File: src/rtl/vq_pkg.sv
package vq_pkg;
  localparam int DESC_BYTES = 16;
  localparam int AVAIL_HDR  = 4;
  localparam int IDX_W      = 16;
  localparam int LEN_W      = 32;
  localparam int WORD_W     = 64;
  localparam int FLG_NEXT   = 0;
  localparam int FLG_WRITE  = 1;

  typedef enum logic [1:0] {
    VQ_OK    = 2'd0,
    VQ_EMPTY = 2'd1,
    VQ_LOOP  = 2'd2
  } vq_status_e;

  typedef enum logic [3:0] {
    F_IDLE, F_RD_AIDX, F_WT_AIDX, F_RD_HEAD, F_WT_HEAD,
    F_RD_D0, F_WT_D0, F_RD_D1, F_WT_D1, F_EMIT, F_DONE
  } fetch_st_e;
endpackage

File: src/rtl/vq_ring_addr.sv
module vq_ring_addr
  import vq_pkg::*;
#(
  parameter int ADDR_W     = 64,
  parameter int PFN_W      = 32,
  parameter int QSIZE      = 16,
  parameter int PAGE_SHIFT = 12
) (
  input  logic [PFN_W-1:0]  pfn,
  output logic [ADDR_W-1:0] desc_base,
  output logic [ADDR_W-1:0] avail_base,
  output logic [ADDR_W-1:0] used_base
);
  localparam logic [ADDR_W-1:0] PAGE_LOW  = ADDR_W'((64'd1 << PAGE_SHIFT) - 64'd1);
  localparam logic [ADDR_W-1:0] TABLE_SZ  = ADDR_W'(DESC_BYTES * QSIZE);
  localparam logic [ADDR_W-1:0] AVAIL_SZ  = ADDR_W'(AVAIL_HDR + 2 * QSIZE);

  logic [ADDR_W-1:0] avail_end;

  always_comb begin
    desc_base  = ADDR_W'(pfn) << PAGE_SHIFT;
    avail_base = desc_base + TABLE_SZ;
    avail_end  = avail_base + AVAIL_SZ;
    used_base  = (avail_end + PAGE_LOW) & ~PAGE_LOW;
  end
endmodule

File: src/rtl/vq_seg_sort.sv
module vq_seg_sort #(
  parameter int MAX_SEGS = 8,
  parameter int CNT_W    = 4
) (
  input  logic             clk,
  input  logic             rst_n,
  input  logic             clr,
  input  logic             take,
  input  logic             is_write,
  output logic [CNT_W-1:0] in_cnt,
  output logic [CNT_W-1:0] out_cnt,
  output logic [CNT_W-1:0] slot
);
  assign slot = is_write ? in_cnt : out_cnt;

  always_ff @(posedge clk or negedge rst_n) begin
    if (!rst_n) begin
      in_cnt  <= '0;
      out_cnt <= '0;
    end else if (clr) begin
      in_cnt  <= '0;
      out_cnt <= '0;
    end else if (take) begin
      if (is_write) in_cnt  <= in_cnt + 1'b1;
      else          out_cnt <= out_cnt + 1'b1;
    end
  end


  slot_range_chk: assert property (@(posedge clk) disable iff (!rst_n)
    take |-> (int'(slot) < MAX_SEGS));


  clear_zero_chk: assert property (@(posedge clk) disable iff (!rst_n)
    clr |=> (in_cnt == '0 && out_cnt == '0));
endmodule

File: src/rtl/vq_fetch_ctl.sv
module vq_fetch_ctl
  import vq_pkg::*;
#(
  parameter int ADDR_W   = 64,
  parameter int QSIZE    = 16,
  parameter int MAX_SEGS = 8,
  parameter int CNT_W    = 4
) (
  input  logic              clk,
  input  logic              rst_n,
  input  logic [ADDR_W-1:0] desc_base,
  input  logic [ADDR_W-1:0] avail_base,
  input  logic              fetch_valid,
  output logic              fetch_ready,
  output logic              mem_req_valid,
  input  logic              mem_req_ready,
  output logic [ADDR_W-1:0] mem_req_addr,
  input  logic              mem_rsp_valid,
  input  logic [WORD_W-1:0] mem_rsp_data,
  output logic              seg_valid,
  input  logic              seg_ready,
  output logic              seg_write,
  output logic [WORD_W-1:0] seg_addr,
  output logic [LEN_W-1:0]  seg_len,
  input  logic [CNT_W-1:0]  in_cnt,
  input  logic [CNT_W-1:0]  out_cnt,
  output logic              cnt_clr,
  output logic              cnt_take,
  output logic              done_valid,
  input  logic              done_ready,
  output logic [1:0]        done_status,
  output logic [IDX_W-1:0]  done_head
);
  fetch_st_e          st_q;
  logic [IDX_W-1:0]   nxt_avail_q, cur_idx_q, head_q, next_q;
  logic [WORD_W-1:0]  addr_q;
  logic [LEN_W-1:0]   len_q;
  logic [1:0]         flags_q;
  vq_status_e         status_q;

  logic [31:0]        cur_slot, av_slot, av_off;
  logic [1:0]         av_lane;
  logic [ADDR_W-1:0]  desc_addr, entry_addr;
  logic               last_slot;

  always_comb begin
    cur_slot   = {16'b0, cur_idx_q} % QSIZE;
    av_slot    = {16'b0, nxt_avail_q} % QSIZE;
    av_off     = 32'(AVAIL_HDR) + (av_slot << 1);
    av_lane    = av_off[2:1];
    desc_addr  = desc_base + (ADDR_W'(cur_slot) << 4);
    entry_addr = avail_base + ADDR_W'({av_off[31:3], 3'b000});
    last_slot  = (int'(in_cnt) + int'(out_cnt) + 1) >= MAX_SEGS;
  end

  always_comb begin
    mem_req_valid = 1'b0;
    mem_req_addr  = '0;
    unique case (st_q)
      F_RD_AIDX: begin mem_req_valid = 1'b1; mem_req_addr = avail_base; end
      F_RD_HEAD: begin mem_req_valid = 1'b1; mem_req_addr = entry_addr; end
      F_RD_D0:   begin mem_req_valid = 1'b1; mem_req_addr = desc_addr; end
      F_RD_D1:   begin mem_req_valid = 1'b1; mem_req_addr = desc_addr + ADDR_W'(8); end
      default: ;
    endcase
  end

  assign fetch_ready = (st_q == F_IDLE);
  assign seg_valid   = (st_q == F_EMIT);
  assign seg_write   = flags_q[FLG_WRITE];
  assign seg_addr    = addr_q;
  assign seg_len     = len_q;
  assign done_valid  = (st_q == F_DONE);
  assign done_status = status_q;
  assign done_head   = head_q;
  assign cnt_clr     = fetch_ready && fetch_valid;
  assign cnt_take    = seg_valid && seg_ready;

  always_ff @(posedge clk or negedge rst_n) begin
    if (!rst_n) begin
      st_q        <= F_IDLE;
      nxt_avail_q <= '0;
      cur_idx_q   <= '0;
      head_q      <= '0;
      next_q      <= '0;
      addr_q      <= '0;
      len_q       <= '0;
      flags_q     <= '0;
      status_q    <= VQ_OK;
    end else begin
      unique case (st_q)
        F_IDLE: if (fetch_valid) begin
          head_q <= '0;
          st_q   <= F_RD_AIDX;
        end
        F_RD_AIDX: if (mem_req_ready) st_q <= F_WT_AIDX;
        F_WT_AIDX: if (mem_rsp_valid) begin
          if (mem_rsp_data[31:16] == nxt_avail_q) begin
            status_q <= VQ_EMPTY;
            st_q     <= F_DONE;
          end else begin
            st_q <= F_RD_HEAD;
          end
        end
        F_RD_HEAD: if (mem_req_ready) st_q <= F_WT_HEAD;
        F_WT_HEAD: if (mem_rsp_valid) begin
          head_q      <= mem_rsp_data[{av_lane, 4'b0000} +: 16];
          cur_idx_q   <= mem_rsp_data[{av_lane, 4'b0000} +: 16];
          nxt_avail_q <= nxt_avail_q + 1'b1;
          st_q        <= F_RD_D0;
        end
        F_RD_D0: if (mem_req_ready) st_q <= F_WT_D0;
        F_WT_D0: if (mem_rsp_valid) begin
          addr_q <= mem_rsp_data;
          st_q   <= F_RD_D1;
        end
        F_RD_D1: if (mem_req_ready) st_q <= F_WT_D1;
        F_WT_D1: if (mem_rsp_valid) begin
          len_q   <= mem_rsp_data[31:0];
          flags_q <= mem_rsp_data[33:32];
          next_q  <= mem_rsp_data[63:48];
          st_q    <= F_EMIT;
        end
        F_EMIT: if (seg_ready) begin
          if (!flags_q[FLG_NEXT]) begin
            status_q <= VQ_OK;
            st_q     <= F_DONE;
          end else if (last_slot) begin
            status_q <= VQ_LOOP;
            st_q     <= F_DONE;
          end else begin
            cur_idx_q <= next_q;
            st_q      <= F_RD_D0;
          end
        end
        F_DONE: if (done_ready) st_q <= F_IDLE;
        default: st_q <= F_IDLE;
      endcase
    end
  end


  seg_hold_chk: assert property (@(posedge clk) disable iff (!rst_n)
    seg_valid && !seg_ready |=> seg_valid && $stable(seg_addr) && $stable(seg_len) && $stable(seg_write));


  done_hold_chk: assert property (@(posedge clk) disable iff (!rst_n)
    done_valid && !done_ready |=> done_valid && $stable(done_status) && $stable(done_head));


  mem_hold_chk: assert property (@(posedge clk) disable iff (!rst_n)
    mem_req_valid && !mem_req_ready |=> mem_req_valid && $stable(mem_req_addr));


  avail_step_chk: assert property (@(posedge clk) disable iff (!rst_n)
    1'b1 |=> (nxt_avail_q == $past(nxt_avail_q) || nxt_avail_q == $past(nxt_avail_q) + 16'd1));
endmodule

File: src/rtl/vq_chain_fetcher.sv
module vq_chain_fetcher
  import vq_pkg::*;
#(
  parameter int ADDR_W     = 64,
  parameter int PFN_W      = 32,
  parameter int QSIZE      = 16,
  parameter int MAX_SEGS   = 8,
  parameter int PAGE_SHIFT = 12,
  localparam int CNT_W     = $clog2(MAX_SEGS + 1)
) (
  input  logic              clk,
  input  logic              rst_n,
  input  logic [PFN_W-1:0]  pfn_i,
  output logic [ADDR_W-1:0] used_base_o,
  input  logic              fetch_valid_i,
  output logic              fetch_ready_o,
  output logic              mem_req_valid_o,
  input  logic              mem_req_ready_i,
  output logic [ADDR_W-1:0] mem_req_addr_o,
  input  logic              mem_rsp_valid_i,
  input  logic [63:0]       mem_rsp_data_i,
  output logic              seg_valid_o,
  input  logic              seg_ready_i,
  output logic              seg_write_o,
  output logic [CNT_W-1:0]  seg_slot_o,
  output logic [63:0]       seg_addr_o,
  output logic [31:0]       seg_len_o,
  output logic              done_valid_o,
  input  logic              done_ready_i,
  output logic [1:0]        done_status_o,
  output logic [15:0]       done_head_o,
  output logic [CNT_W-1:0]  done_in_cnt_o,
  output logic [CNT_W-1:0]  done_out_cnt_o
);
  logic [ADDR_W-1:0] desc_base, avail_base;
  logic              cnt_clr, cnt_take;

  vq_ring_addr #(
    .ADDR_W(ADDR_W), .PFN_W(PFN_W), .QSIZE(QSIZE), .PAGE_SHIFT(PAGE_SHIFT)
  ) u_addr (
    .pfn(pfn_i), .desc_base(desc_base), .avail_base(avail_base), .used_base(used_base_o)
  );

  vq_seg_sort #(.MAX_SEGS(MAX_SEGS), .CNT_W(CNT_W)) u_sort (
    .clk(clk), .rst_n(rst_n), .clr(cnt_clr), .take(cnt_take), .is_write(seg_write_o),
    .in_cnt(done_in_cnt_o), .out_cnt(done_out_cnt_o), .slot(seg_slot_o)
  );

  vq_fetch_ctl #(
    .ADDR_W(ADDR_W), .QSIZE(QSIZE), .MAX_SEGS(MAX_SEGS), .CNT_W(CNT_W)
  ) u_ctl (
    .clk(clk), .rst_n(rst_n), .desc_base(desc_base), .avail_base(avail_base),
    .fetch_valid(fetch_valid_i), .fetch_ready(fetch_ready_o),
    .mem_req_valid(mem_req_valid_o), .mem_req_ready(mem_req_ready_i),
    .mem_req_addr(mem_req_addr_o), .mem_rsp_valid(mem_rsp_valid_i),
    .mem_rsp_data(mem_rsp_data_i),
    .seg_valid(seg_valid_o), .seg_ready(seg_ready_i), .seg_write(seg_write_o),
    .seg_addr(seg_addr_o), .seg_len(seg_len_o),
    .in_cnt(done_in_cnt_o), .out_cnt(done_out_cnt_o),
    .cnt_clr(cnt_clr), .cnt_take(cnt_take),
    .done_valid(done_valid_o), .done_ready(done_ready_i),
    .done_status(done_status_o), .done_head(done_head_o)
  );


  empty_clean_chk: assert property (@(posedge clk) disable iff (!rst_n)
    done_valid_o && done_status_o == VQ_EMPTY |-> done_in_cnt_o == '0 && done_out_cnt_o == '0 && !seg_valid_o);


  loop_count_chk: assert property (@(posedge clk) disable iff (!rst_n)
    done_valid_o && done_status_o == VQ_LOOP |-> (int'(done_in_cnt_o) + int'(done_out_cnt_o)) == MAX_SEGS);


  used_align_chk: assert property (@(posedge clk) disable iff (!rst_n)
    used_base_o[PAGE_SHIFT-1:0] == '0 && used_base_o > avail_base);
endmodule

File: config.mk
export PLATFORM = sky130hd
export DESIGN_NAME = vq_chain_fetcher
export DESIGN_NICKNAME = d
export VERILOG_FILES = /design/src/rtl/vq_pkg.sv /design/src/rtl/vq_ring_addr.sv /design/src/rtl/vq_seg_sort.sv /design/src/rtl/vq_fetch_ctl.sv /design/src/rtl/vq_chain_fetcher.sv
export SDC_FILE = /design/constraint.sdc
export NUM_CORES = 1
export LEC_CHECK = 0
export ABC_AREA = 1
export BUFFER_PORTS_ARGS = -buffer_cell sky130_fd_sc_hd__buf_2
export CAP_MARGIN = 10
export CORE_ASPECT_RATIO = 1.75
export CORE_MARGIN = 1.5
export CORE_UTILIZATION = 25
export CTS_CLUSTER_DIAMETER = 40
export CTS_CLUSTER_SIZE = 40
export DETAILED_ROUTE_END_ITERATION = 6
export PLACE_DENSITY_LB_ADDON = 0.2
export SLEW_MARGIN = 20
export SYNTH_ARGS = -nofsm -noshare
export SYNTH_HDL_FRONTEND = slang
export SYNTH_SLANG_ARGS = --single-unit
File: constraint.sdc
create_clock -name clk -period 3.8 [get_ports clk]
set_input_delay 0.38 -clock clk [delete_from_list [all_inputs] [get_ports clk]]
set_output_delay 0.38 -clock clk [all_outputs]
set_load 0.05 [all_outputs]
==> metrics.csv, run 1 <==
stage;metric;value;unit
sta;Max Freq;359;MHz
route;antenna-violating nets left;0;
global_route;antenna violations before repair;1;
status;status;finished, violations left;
cts;worst skew pair latency;0.44;ns
critical_path;CP arrival;2.41;ns
logic_synthesis;Syn Inst Count;1078;
critical_path;reg2reg start;u_ctl.st_q[0];
route;drt first pass iters;5;
route;WL per Instance;17.2;microns
sta;Final Hold Fails;4;
die;Die Area;35100;sq um
global_route;largest net degree at the start of global routing;88;
die;die height;247;microns
cells_and_area;Area Growth Syn to Fin;27.4;%
cts;Post-CTS Hold Buffers;0;
cells_and_area;Nets;1483;
global_route;busiest layer in global routing;met2;
cts;Clock Sink Count;152;
route;DR vias;8031;
global_route;Total GRT Usage;18.0;%
global_route;M1 GR Usage;17.0;%
route;post-DR vias/cell;4.37;
sta;Period minus WS final;2.79;ns
sta;post-route clock skew;0.00606;ns
sta;fin crit share;73.4;%
sta;hold_ws;-0.0106;ns
cts;CTS tree;yes;
critical_path;Worst EP required;3.42;ns
cts;root buffer cell;clkbuf_16;
logic_synthesis;ys flop type;dfrtp_1;
logic_synthesis;Netlist cell types;36;
cts;Reg clk slew, reported paths;0.06;ns
global_route;met2 GRT Util;35.6;%
logic_synthesis;Post-synth EDFFs;0;
sta;slew margin rel.;34.1;%
route;Initial DRC Count;329;
sta;setup TNS;0;ns
route;Routed WL;31700;microns
logic_synthesis;Post-Syn Area;8480;sq um
sta;Slew Limit Fails;0;
critical_path;Crit. End Element;output pin;
logic_synthesis;#FFs+latches synth;152;
die;I/O pin count;362;
placement;HPWL Detailed;24800;microns
global_route;vias in the first global route;7778;
logic_synthesis;post-synthesis sequential area ratio;44.8;%
sta;RSZ-0062 raised after global routing;no;
logic_synthesis;YS warnings;0;
pwr;Final Power;9.39;mW
critical_path;Worst R2R Path Depth;8;
global_route;grt ovf;0;
placement;port bufs;304;
sta;setup ws final;1.01;ns
cts;# resized after CTS;0;
min_path;Worst Hold Class;primary input to async pin;
die;# rows;89;
cells_and_area;share of layout cells above drive strength 1;27.8;%
route;DRC violations left;0;
pwr;worst vdd ir;0.460;mV
global_route;global-route wire length before repair;46000;microns
placement;pre-CTS setup slack;1.01;ns
cts;total CTS buffers;17;
placement;routability congestion estimate from global placement;0.995;
cts;H-Tree Depth;4;
logic_synthesis;Synth async-reset ratio;100;%
logic_synthesis;Syn Area/Cell;7.87;sq um
cts;CTS Buffer Depth;2;
critical_path;crit path from;pfn_i[0];
job;Max Cap Violations;0;
die;Core ar.;33500;sq um
pwr;Lkg Pwr;6.05;nW
cts;postcts setup bufs;0;
global_route;GR Util met3;4.38;%
critical_path;critical path class;primary input to output pin;
critical_path;Critical Path Start Type;primary input;
sta;Least-Margin Pin Slew;0.986;ns
critical_path;critical path fanouts, max;4;
pwr;power per cell area;869;nW/um^2
die;chip width;142;microns
die;Initial Utilization;25.3;%
status;failing checks;negative hold slack;
sta;final setup violating endpoints;0;
cell type report:
type	instances	area [sq um]
Timing Repair Buffer	314	1620
Antenna cell	1	2.50
Clock buffer	21	450
Sequential cell	152	3800
Fill cell	3616	22700
Tap cell	455	569
Multi-Input combinational cell	755	3800
Inverter	130	488
Clock inverter	11	76.3
metal layers:
| layer | vias up | routed length, microns |
|---|---|---|
| met3 | 54 | 2010 |
| li1 | 3901 | - |
| met1 | 3723 | 10900 |
| met4 | 0 | 1230 |
| met5 | - | 0 |
| met2 | 353 | 17500 |
critical path, stage by stage:
cell and delay, ns:
buf_2 0.11, ha_1 0.18, nand2_1 0.06, nor2_1 0.22
nand4_1 0.35, nor2_1 0.39, nand4_1 0.26, xor2_1 0.18
buf_2 0.28
final timing paths:
check / endpoint / slack (ns)
hold / removal: u_ctl.seg_addr[24] / -0.01
max in group asynchronous: u_ctl.seg_len[4] / 2.91
hold reg to reg: u_ctl.done_status[0] / 0.48
setup reg to reg: u_ctl.cur_idx_q[1] / 1.43
min in group clk: u_ctl.seg_addr[46] / 0.18
setup / recovery: used_base_o[38] / 1.01
power by group:
part	switching, mW	internal (mW)
Sequential	0.378	2.22
Clock	0.721	0.849
Combinational	4.10	1.12
Total	5.20	4.19
cells by family (layout without fill, tap and decap cells):
kind of cell / Yosys count / count (layout) / synth area share, %
DFF: 152 / 152 / 44.8
AOI/OAI and AO/OA: 150 / 150 / 9.07
xor gates and xnor gates: 48 / 48 / 4.96
muxes: 27 / 27 / 3.64
other: 1 / 58 / 0.0442
buffers and inverters: 227 / 476 / 12.9
adders and majority gates: 10 / 10 / 1.56
and+or+nand+nor: 463 / 463 / 23.0
sequential cells by signal (all words and copies together) (netlist names):
register / cells
u_ctl.done_status: 2
u_ctl.next_q: 4
u_ctl.seg_len: 32
u_ctl.flags_q: 2
u_sort.out_cnt: 4
u_ctl.nxt_avail_q: 16
u_ctl.seg_addr: 64
u_ctl.st_q: 4
u_ctl.cur_idx_q: 4
u_sort.in_cnt: 4
u_ctl.done_head: 16
cell usage after synthesis (2+ instances only):
cell type / instances / share of area [%]
a21oi_1: 22 / 1.3
buf_1: 5 / 0.22
buf_2: 11 / 0.65
buf_4: 57 / 5.0
buf_6: 2 / 0.27
clkbuf_1: 22 / 0.97
dfrtp_1: 152 / 45
ha_1: 9 / 1.3
inv_1: 127 / 5.6
inv_2: 3 / 0.13
mux2_2: 23 / 3.1
mux2_4: 2 / 0.35
mux2i_1: 2 / 0.24
nand2_1: 261 / 12
nand2_2: 4 / 0.29
nand3_1: 62 / 3.7
nand3b_1: 3 / 0.27
nand4_1: 15 / 1.1
nor2_1: 88 / 3.9
nor2_2: 3 / 0.22
nor2_4: 4 / 0.53
nor3_1: 19 / 1.1
o21ai_0: 120 / 7.1
o22ai_1: 2 / 0.15
o31ai_1: 3 / 0.27
xnor2_1: 3 / 0.31
xor2_1: 45 / 4.6
through the flow:
step,cells,cell area [sq um],utilization (%)
finish,1839,10800,32.2
global route,1839,10800,32.2
CTS,1838,10800,32.2
detailed placement,1806,10300,30.7
global placement,1806,10300,30.7
floorplan,1134,8690,-
placed cells by master (no fill, tap or decap), types with 15 or more instances in the layout:
cell	Yosys	routed
conb_1	1	57
o21ai_0	120	120
dfrtp_1	152	151
a21oi_1	22	22
clkbuf_16	0	17
inv_1	127	127
nand2_1	261	260
mux2_2	23	23
nand3_1	62	62
nor2_1	88	88
xor2_1	45	45
nor3_1	19	19
nand4_1	15	15
buf_2	11	303
Power figures use the tool's default switching activity.
==> run 2: changes to the inputs <==
==> constraint.sdc (replaced) <==
create_clock -name clk -period 2.69 [get_ports clk]
set_input_delay 0.269 -clock clk [delete_from_list [all_inputs] [get_ports clk]]
set_output_delay 0.269 -clock clk [all_outputs]
set_load 0.05 [all_outputs]
==> run 2 against run 1 <==
The flow now finishes without violations. Power increased by 44%. Count of clock-buffer cells in the layout increased by 1. Sequential share of layout area decreased by 0.55 points. Sequential power increased by 43%. Critical path depth unchanged. First-iteration DRC count decreased by 14%. Critical endpoint unchanged. Non-clock buffer count increased by 11. Cell count increased by 0.60%. Clock skew increased by 0.0014 ns. Utilization increased by 0.51 points.
==> metrics.csv, run 2 (synthesized netlist as in run 1, its figures left out) <==
stage;metric;value;unit
sta;slew margin rel.;54.9;%
pwr;Sw Ratio;54.4;%
sta;Least-Margin Pin Slew;0.677;ns
pwr;power per cell area;1230;nW/um^2
sta;Final Hold Fails;0;
pwr;P_int;6.17;mW
placement;routability congestion estimate from global placement;1.00;
route;DR vias;7995;
cts;H-Tree Depth;4;
cts;CTS tree;yes;
die;Initial Utilization;25.3;%
global_route;vias in the first global route;7812;
cts;worst skew pair latency;0.44;ns
pwr;combinational power share;54.6;%
min_path;Worst Hold Class;primary input to register;
placement;HPWL Detailed;25100;microns
cells_and_area;share of layout cells above drive strength 1;28.4;%
cells_and_area;most frequent cells in the layout;buf_2, nand2_1, dfrtp_1;
cts;postcts setup bufs;0;
pwr;Clk network pwr share;18.0;%
critical_path;critical path cell sequence;buf_2 > ha_1 > nand2_1 > nor2_1 > nand4_1 > nor2_2 > nand4_1 > xor2_1 > buf_2;
cells_and_area;most common cell after layout, fill and taps aside;buf_2;
pwr;Seq pwr share;27.4;%
route;antenna-violating nets left;0;
die;die height;247;microns
sta;fin crit share;91.9;%
critical_path;Crit. End Element;output pin;
critical_path;Worst path max stage delay;0.33;ns
critical_path;CP top delay family;simple AND/OR/NAND/NOR gates;
status;status;completed;
global_route;antenna violations before repair;2;
critical_path;Worst EP required;2.42;ns
critical_path;critical path fanouts, max;4;
cts;Reg clk slew, reported paths;0.07;ns
route;Routed WL;31800;microns
cts;root buffer cell;clkbuf_16;
job;Max Cap Violations;0;
cells_and_area;Nets;1494;
critical_path;worst path bufs/invs;2;
global_route;grt ovf;0;
cells_and_area;Area Growth Syn to Fin;29.4;%
die;Die Area;35100;sq um
critical_path;CP arrival;2.20;ns
route;post-DR vias/cell;4.32;
cells_and_area;Largest register FFs;64;
cts;total CTS buffers;17;
critical_path;Critical Path Start Type;primary input;
sta;RSZ-0062 raised after global routing;no;
critical_path;critical path class;primary input to output pin;
cts;CTS Buffer Depth;2;
cts;Clock Sink Count;152;
cells_and_area;Register Area;3800;sq um
die;Core ar.;33500;sq um
die;# rows;89;
die;chip width;142;microns
pwr;reported net switching power;7.35;mW
cells_and_area;Multi-input gate area;3800;sq um
sta;setup TNS;0;ns
pwr;worst vdd ir;0.598;mV
route;DRC violations left;0;
route;WL per Instance;17.2;microns
placement;placed cell area;10400;sq um
sta;final setup violating endpoints;0;
cells_and_area;layout filler cell count;3607;
cells_and_area;Final Cell Area;11000;sq um
sta;Period minus WS final;2.47;ns
critical_path;slowest cell on the critical path;nand4_1;
global_route;largest net degree at the start of global routing;64;
placement;port bufs;304;
sta;Max Freq;405;MHz
die;I/O pin count;362;
pwr;Lkg Pwr;6.14;nW
sta;post-route clock skew;0.00747;ns
route;Initial DRC Count;283;
global_route;global-route wire length before repair;46700;microns
route;drt first pass iters;5;
sta;hold_ws;0.0737;ns
sta;Slew Limit Fails;0;
global_route;Total GRT Usage;18.1;%
==> run 2: changes by cell type in the layout (fill, tap and decap cells not counted) <==
| cell | change |
|---|---|
| dlygate4sd3_1 | +1 |
| clkbuf_8 | +1 |
| clkinv_2 | -3 |
| nor2_1 | -1 |
| buf_12 | +2 |
| buf_4 | +8 |
| clkinv_4 | +1 |
| nor2_2 | +1 |
| inv_6 | -1 |
| bufinv_16 | +2 |
==> run 2: repair_timing <==
item                                   CTS  global route
setup endpoints to repair                0             1
hold buffers                             1             0
gates resized for setup                  0             1
endpoints found under the hold margin   58             0
==> run 2: final cells by class <==
class / instances / share of cell area (%)
diodes: 1 / 0.0228
clock buffers: 22 / 4.23
clock inverters: 10 / 1.11
inverters: 130 / 4.44
multi-input cells: 755 / 34.7
flip-flops and latches: 152 / 34.7
well taps: 455 / 5.18
repair buffers: 325 / 15.7
==> run 2: per-stage QoR <==
step | cells | util, % | setup WS [ns] | power [mW]
2_1_floorplan | 1134 | - | 0.284 | 9.23
3_3_place_gp | 1816 | 31.0 | 0.182 | 11.2
3_5_place_dp | 1816 | 31.0 | 0.155 | 11.2
4_1_cts | 1849 | 32.7 | 0.160 | 13.7
5_1_grt | 1850 | 32.8 | 0.0856 | 14.3
6_report | 1850 | 32.8 | 0.218 | 13.5
==> run 2: path summary, 6_finish.rpt <==
check,start,to,slack (ns),depth (start not counted)
min in group asynchronous,rst_n,u_ctl.seg_len[28],0.38,2
min reg2reg,u_ctl.done_status[0],u_ctl.done_status[0],0.47,2
max reg2reg,u_sort.in_cnt[0],u_ctl.cur_idx_q[1],0.53,12
min,mem_rsp_data_i[45],u_ctl.seg_addr[45],0.07,2
max,pfn_i[0],used_base_o[38],0.22,9
max in group asynchronous,rst_n,u_ctl.seg_len[2],1.56,3
==> run 2: metal layers <==
| metal | vias to the layer above | routed length [microns] | global-route usage [%] |
|---|---|---|---|
| met5 | - | 0 | 0 |
| met4 | 0 | 1210 | 8.70 |
| met3 | 51 | 1710 | 3.66 |
| met2 | 342 | 17500 | 35.1 |
| met1 | 3690 | 11400 | 17.9 |
| li1 | 3912 | - | - |
==> run 2: worst reg2reg max path, delay by kind of cell, from the launching register on <==
family / cells / cell delay (ns)
and+or+nand+nor: 7 / 0.72
adders and majority gates: 2 / 0.67
DFF: 1 / 0.45
buffers and inverters: 2 / 0.10
AOI/OAI and AO/OA: 1 / 0.08
==> run 2: power by group through the flow <==
| stage | logic, mW | registers, mW | clock network (mW) |
|---|---|---|---|
| final | 7.38 | 3.71 | 2.44 |
| after global routing | 7.90 | 3.83 | 2.62 |
| after CTS | 7.45 | 3.72 | 2.52 |
| after detailed placement | 7.45 | 3.75 | 0 |
| after global placement | 7.45 | 3.71 | 0 |
| after floorplan | 3.00 | 6.23 | 0 |
